`config.mk`:
```
export PLATFORM = sky130hd
export DESIGN_NAME = pit_timer
export DESIGN_NICKNAME = d
export VERILOG_FILES = /design/src/rtl/pit_pkg.sv /design/src/rtl/pit_divider.sv /design/src/rtl/pit_status_reg.sv /design/src/rtl/pit_bus_ctrl.sv /design/src/rtl/pit_timer.sv
export SDC_FILE = /design/constraint.sdc
export NUM_CORES = 1
export LEC_CHECK = 0
export CORE_ASPECT_RATIO = 1.2
export CORE_MARGIN = 2
export CORE_UTILIZATION = 47
export CTS_CLUSTER_DIAMETER = 40
export DETAILED_ROUTE_END_ITERATION = 7
export GPL_TIMING_DRIVEN = 1
export HOLD_SLACK_MARGIN = 0.12
export PLACE_DENSITY = 0.92
export RECOVER_POWER = 50
export SLEW_MARGIN = 20
export SYNTH_ARGS = -nofsm -noshare
export SYNTH_HDL_FRONTEND = slang
export SYNTH_SLANG_ARGS = --single-unit
```
`constraint.sdc`:
```
create_clock -name clk -period 2.49 [get_ports clk]
set_clock_uncertainty 0.05 [all_clocks]
set_input_delay 0.498 -clock clk [delete_from_list [all_inputs] [get_ports clk]]
set_output_delay 0.498 -clock clk [all_outputs]
set_load 0.005 [all_outputs]
```
`src/rtl/pit_pkg.sv`:
```
package pit_pkg;

  localparam int CNT_W    = 15;
  localparam int ADDR_W   = 8;
  localparam int DATA_W   = 8;
  localparam int FLAG_BIT = 7;
  localparam int EN_BIT   = 6;

  // Strobes handed from bus control to the status register
  typedef struct packed {
    logic csrWrite;   // write hit on the control/status register
    logic clearFlag;  // write hit with a zero in the flag position
    logic enValue;    // enable value carried by the write
  } pitStrobes_t;

endpackage

```
`src/rtl/pit_divider.sv`:
```
module pit_divider
  import pit_pkg::*;
#(
  parameter int TAP_BIT = 14
) (
  input  logic clk,
  input  logic rstN,
  input  logic oscTick,
  output logic periodEvt
);

  logic [CNT_W-1:0] cnt;

  always_ff @(posedge clk or negedge rstN) begin
    if (!rstN)        cnt <= '0;
    else if (oscTick) cnt <= cnt + 1'b1;
  end

  // A period ends when the low TAP_BIT+1 bits are about to roll over
  assign periodEvt = oscTick && (&cnt[TAP_BIT:0]);


  wrap_to_zero_chk: assert property (@(posedge clk) disable iff (!rstN)
    (oscTick && (cnt == {CNT_W{1'b1}})) |=> (cnt == '0));


  evt_rolls_sub_chk: assert property (@(posedge clk) disable iff (!rstN)
    periodEvt |=> (cnt[TAP_BIT:0] == '0));


  idle_hold_chk: assert property (@(posedge clk) disable iff (!rstN)
    !oscTick |=> $stable(cnt));

endmodule

```
`src/rtl/pit_status_reg.sv`:
```
module pit_status_reg
  import pit_pkg::*;
(
  input  logic        clk,
  input  logic        rstN,
  input  pitStrobes_t strobes,
  input  logic        periodEvt,
  output logic        flag,
  output logic        enable,
  output logic        irq
);

  always_ff @(posedge clk or negedge rstN) begin
    if (!rstN) begin
      flag   <= 1'b0;
      enable <= 1'b0;
    end else begin
      // the set event outranks a clearing write
      if (periodEvt)              flag <= 1'b1;
      else if (strobes.clearFlag) flag <= 1'b0;
      if (strobes.csrWrite)       enable <= strobes.enValue;
    end
  end

  assign irq = flag & enable;


  set_wins_chk: assert property (@(posedge clk) disable iff (!rstN)
    periodEvt |=> flag);


  clear_takes_chk: assert property (@(posedge clk) disable iff (!rstN)
    (strobes.clearFlag && !periodEvt) |=> !flag);


  flag_sticky_chk: assert property (@(posedge clk) disable iff (!rstN)
    (flag && !strobes.clearFlag) |=> flag);


  no_soft_set_chk: assert property (@(posedge clk) disable iff (!rstN)
    (!flag && !periodEvt) |=> !flag);

endmodule

```
`src/rtl/pit_bus_ctrl.sv`:
```
module pit_bus_ctrl
  import pit_pkg::*;
#(
  parameter logic [ADDR_W-1:0] CSR_ADDR = 8'h12
) (
  input  logic [ADDR_W-1:0] busAddr,
  input  logic [DATA_W-1:0] busWrData,
  input  logic              busWrEn,
  input  logic              flag,
  input  logic              enable,
  output pitStrobes_t       strobes,
  output logic [DATA_W-1:0] busRdData
);

  logic csrHit;
  logic unusedWrBits;

  assign csrHit       = (busAddr == CSR_ADDR);
  assign unusedWrBits = ^busWrData[EN_BIT-1:0];

  always_comb begin
    strobes.csrWrite  = busWrEn && csrHit;
    strobes.clearFlag = busWrEn && csrHit && !busWrData[FLAG_BIT];
    strobes.enValue   = busWrData[EN_BIT];
  end

  always_comb begin
    busRdData = '0;
    if (csrHit) begin
      busRdData[FLAG_BIT] = flag;
      busRdData[EN_BIT]   = enable;
    end
  end

endmodule

```
`src/rtl/pit_timer.sv`:
```
module pit_timer
  import pit_pkg::*;
#(
  parameter int                PERIOD_SEL = 2,
  parameter logic [ADDR_W-1:0] CSR_ADDR   = 8'h12
) (
  input  logic              clk,
  input  logic              rstN,
  input  logic              oscTick,
  input  logic [ADDR_W-1:0] busAddr,
  input  logic [DATA_W-1:0] busWrData,
  input  logic              busWrEn,
  output logic [DATA_W-1:0] busRdData,
  output logic              irq
);

  localparam int TAP_BIT = (PERIOD_SEL == 0) ? CNT_W - 3 :
                           (PERIOD_SEL == 1) ? CNT_W - 2 : CNT_W - 1;

  pitStrobes_t strobes;
  logic        periodEvt;
  logic        flag;
  logic        enable;

  pit_divider #(.TAP_BIT(TAP_BIT)) u_divider (
    .clk       (clk),
    .rstN      (rstN),
    .oscTick   (oscTick),
    .periodEvt (periodEvt)
  );

  pit_bus_ctrl #(.CSR_ADDR(CSR_ADDR)) u_bus_ctrl (
    .busAddr   (busAddr),
    .busWrData (busWrData),
    .busWrEn   (busWrEn),
    .flag      (flag),
    .enable    (enable),
    .strobes   (strobes),
    .busRdData (busRdData)
  );

  pit_status_reg u_status (
    .clk       (clk),
    .rstN      (rstN),
    .strobes   (strobes),
    .periodEvt (periodEvt),
    .flag      (flag),
    .enable    (enable),
    .irq       (irq)
  );

endmodule

```
======== Yosys cells after proc, flatten, opt, wreduce, memory -nomap -nowiden ========
Index checks and enable logic that the tools add are counted.
storage, ports and cells
  output and inout bits ................... 9
  logic and storage cells ................. 15
  RAM bits ................................ 0
  bits of input ports ..................... 20
  memories kept ........................... 0
  flip-flop bits (word level) ............. 17
  memory bits (read-only) ................. 0
  bits in latches ......................... 0
operators by class
  equal/unequal tests ..................... 1
  shift operators ......................... 0
  bitwise gates (word level) .............. 1
  multipliers ............................. 0
  add/subtract/negate cells ............... 1
  multiplexer cells ....................... 3
  reduce and logical (&&, ||, !) cells .... 6
  order comparisons ....................... 0
  divide/modulo/power cells ............... 0
operator list
  operator               number
  $add 15x1->15 const B  1
  $reduce_and 15->1      1
  $eq 8x5->1 const B     1
  $logic_and 1x1->1      3
  $mux 1                 2
  $mux 2                 1
  $reduce_bool 2->1      1
  $and 1x1->1            1
  $logic_not 1->1        1

======== Longest topological paths before layout ========
  depth in word-level cells ............... 5
  mapped depth ............................ 5
  gate-level depth less buffers ........... 5

======== Modules after synthesis ========
From an unflattened synthesis, not the netlist that was laid out.
second synthesis, totals
  cell total of the unflattened synthesis .. 82
  area total of the unflattened synthesis .. 925.9 µm²
by module, submodules not included
  module          cells each  area an instance (µm²)  seq. area each (µm²)  times used
  pit_divider     59          729.4                   375.4                 1
  pit_bus_ctrl    17          113.9                   0.0                   1
  pit_status_reg  6           82.6                    50.0                  1

======== Worst setup path after synthesis ========
No wires, ideal clock.
  path type ............................... input -> output
  from .................................... in busAddr[5]
  to ...................................... out busRdData[6]
  data arrival time ....................... 1.133 ns
  stages on the path ...................... 3
  setup slack ............................. 0.809 ns
  data required time ...................... 1.942 ns
  path buffers ............................ 0
  cell sequence ........................... nor4b_1 -> and4b_1 -> and2_1
between the ends
  cells in the longest elaborated chain, start to end .. 2
RTL lines
  item             RTL line            source
  start, declared  pit_timer.sv:10     input logic [ADDR_W-1:0] busAddr,
  $eq 8x5->1       pit_bus_ctrl.sv:18  assign csrHit = (busAddr == CSR_ADDR);
  $mux 2           pit_bus_ctrl.sv:29  if (csrHit) begin
  end, declared    pit_timer.sv:13     output logic [DATA_W-1:0] busRdData,
No other way between the ends.

======== Worst setup path in the final report ========
  from .................................... in busAddr[5]
  to ...................................... out busRdData[7]
Same word-level chain as after synthesis.

==> impl_metrics.yaml <==
clock_network:
  ctsHoldBuffers: 0
  cts-buffers-inserted: 3
  htreeDepth: 1
  clk_pin_slew_ns: 0.09
  clock_sinks: 17
  clock_path_buffers: 2
  cts_root_buffer: "clkbuf_4"
  tritoncts: "yes"
  clkLatencyLatePin_ns: 0.29
global_route:
  grt_pass1_wl_um: 2640
  grt_util_all_layers: 0.172
  first_global_vias: 592
  grt_max_degree: 18
  antenna_found_initial: 0
  grt_overflow: 0
yosys:
  synthXorXnorAreaFrac: 0.146
  avgSynthCellArea_um2: 11.5
  synth_area_um2: 837
  synthAdderAreaFrac: 0.0149
  synth_cells: 73
  synthMuxAreaShare: 0.0269
  synth_compound_area_frac: 0.0120
  synth-simple-area-share: 0.233
  ys_types: 21
  ys_top_cells_by_area: "dfrtp_1 (51%), xor2_1 (9.4%), buf_4 (5.4%)"
  synth_top_area_frac: 0.508
  synth_seq_area_share: 0.508
  yosys_register_bits: 17
  yosys.area.top_type: "dfrtp_1"
  yosysWarnings: 0
  synth_top_family_by_area: "simple AND/OR/NAND/NOR gates"
route:
  via_per_inst: 5.03
  dr.pass1.iters: 2
  drt-initial-drc-count: 7
  wirelength_um: 1430
  drc: 0
  avgRoutedWirePerCell_um: 12.8
  wl_met2_um: 740
  vias: 563
  maxUsedRoutingLayer: "met4"
  ant_nets: 0
  dr_wl_met3_um: 60
  drt-met1-wl_um: 584
worst_setup_path:
  crit_path_max_incr_delay_ns: 0.41
  worstSetupStartpointType: "input port"
  required_ns: 1.94
  cp_max_fo: 2
  cp_cell_sequence: "clkdlybuf4s50_1 > nor4b_2 > and4b_1 > buf_4 > and2_1 > dlygate4sd2_1"
  endpoint_kind: "primary output"
  crit_arrival_ns: 1.86
  slowest_stage: "clkdlybuf4s50_1"
  crit_type: "in2out"
place:
  place_area_mm2: 0.00100
  gp_congestion: 0.744
  dp_slack_ns: -0.119
  placed_cells: 107
  dp_hpwl_um: 1110
  port_buffers: 16
sta:
  period_minus_slack_ns: 2.41
  finalHoldViolations: 0
  max_clock_freq_ghz: 0.416
  tns_ns: 0
  final.period_utilization: 0.966
  drv_slew: 0
  holdWs_ns: 0.424
  tightest_slew_ns: 0.717
  relSlewSlack: 0.521
  setup_slack_ns: 0.0846
  rsz0062_at_grt: "no"
  setup_viol: 0
pwr:
  vdd_ir_drop_max_mv: 0.459
  leakagePower_nw: 0.507
  p_per_area_mw_per_mm2: 641
cells_and_area:
  drive_gt1_frac: 0.128
  stdcell_area_mm2: 0.00104
  final_nets: 116
  diodes: 0
  area_delta_synth_final_pct: 24.1
  stdcell_count: 112
floorplan:
  fp.dieH_um: 50.2
  start_util: 0.504
  die_area_mm2: 0.00214
  core_mm2: 0.00166
  rows: 16
  die_w_um: 42.5
  pin_count: 29
job:
  maxCapViolCount: 0
min_path:
  min-delay-path-class: "reg2reg"
run_status:
  status: "finished clean"
## per-layer routing
metal | GRT usage | vias to the layer above
li1 | - | 280
met1 | 0.191 | 266
met2 | 0.297 | 13
met3 | 0.0324 | 4
met4 | 0.109 | 0
met5 | 0 | -
## synthesized netlist by cell type (all sizes together)
cell    instances
and2            3
buf             6
nor4            1
dfrtp          17
and4b           1
and4            1
and3            1
nor3            3
a22o            1
ha              1
xnor2           5
xor2            9
nand3           2
nor2            5
conb            1
nand2           8
nor4b           1
nand3b          1
mux2            2
nand4           4
## through the flow
step | util | total power, mW
2_1_floorplan | - | 0.482
3_3_place_gp | 0.602 | 0.517
3_5_place_dp | 0.602 | 0.530
4_1_cts | 0.625 | 0.675
5_1_grt | 0.625 | 0.717
6_report | 0.625 | 0.666
## state kept, by name, indices dropped and copies added, names as in the netlist
name / count
u_divider.cnt: 15
u_status.enable: 1
u_status.flag: 1
## where the power goes
group,leakage (nW),internal [mW],switching (mW)
logic,0.266,0.0744,0.0565
registers,0.225,0.333,0.0599
clock network,0.0150,0.0624,0.0805
## area by class of cell
class	count	area, um2
fillers	144	623
flip-flops and latches	17	425
multi-input cells	55	392
repair buffers	18	173
clock buffers	4	26.3
well taps	18	22.5
## final timing paths
kind                                   start                 to  slack (ns)  cells past startpoint
min in group asynchronous               rstN  u_divider.cnt[12]        0.65                      1
max                               busAddr[5]       busRdData[7]        0.08                      6
min reg2reg                u_divider.cnt[13]  u_divider.cnt[13]        0.42                      1
min                        u_divider.cnt[13]  u_divider.cnt[13]        0.42                      1
max reg2reg                 u_divider.cnt[3]  u_divider.cnt[14]        1.02                      4
max in group asynchronous               rstN   u_divider.cnt[7]        1.29                      1
## logic make-up (layout without fill, tap and decap cells)
kind of cell | count (synthesis) | after routing
AOI/OAI and AO/OA | 1 | 1
xor gates and xnor gates | 14 | 14
adders and majority gates | 1 | 1
buffers and inverters | 6 | 22
DFF | 17 | 17
muxes | 2 | 2
other | 1 | 6
and+or+nand+nor | 31 | 31
## worst max-delay path: cells and delay by family
| kind | cells | cell delay [ns] |
|---|---|---|
| buffers and inverters | 3 | 0.76 |
| and+or+nand+nor | 3 | 0.60 |
## repair_timing
item                       in CTS  in global routing
setup buffers                   1                  0
setup endpoints to repair       2                  0
resized for setup               3                  0
## cells in the final DEF, fill, tap and decap left out, types with 2 or more instances in the layout
cell / netlist / routed
dfrtp_1: 17 / 17
clkdlybuf4s50_1: 0 / 12
xor2_1: 9 / 9
nand2_1: 8 / 8
conb_1: 1 / 6
nor2_1: 5 / 5
xnor2_1: 5 / 5
nand4_1: 4 / 4
and2_1: 3 / 3
nor3_1: 3 / 3
clkbuf_4: 0 / 3
mux2_2: 2 / 2
dlygate4sd3_1: 0 / 2
dlygate4sd2_1: 0 / 2
buf_4: 6 / 2
Note: power is estimated with default switching activity, not from simulation.
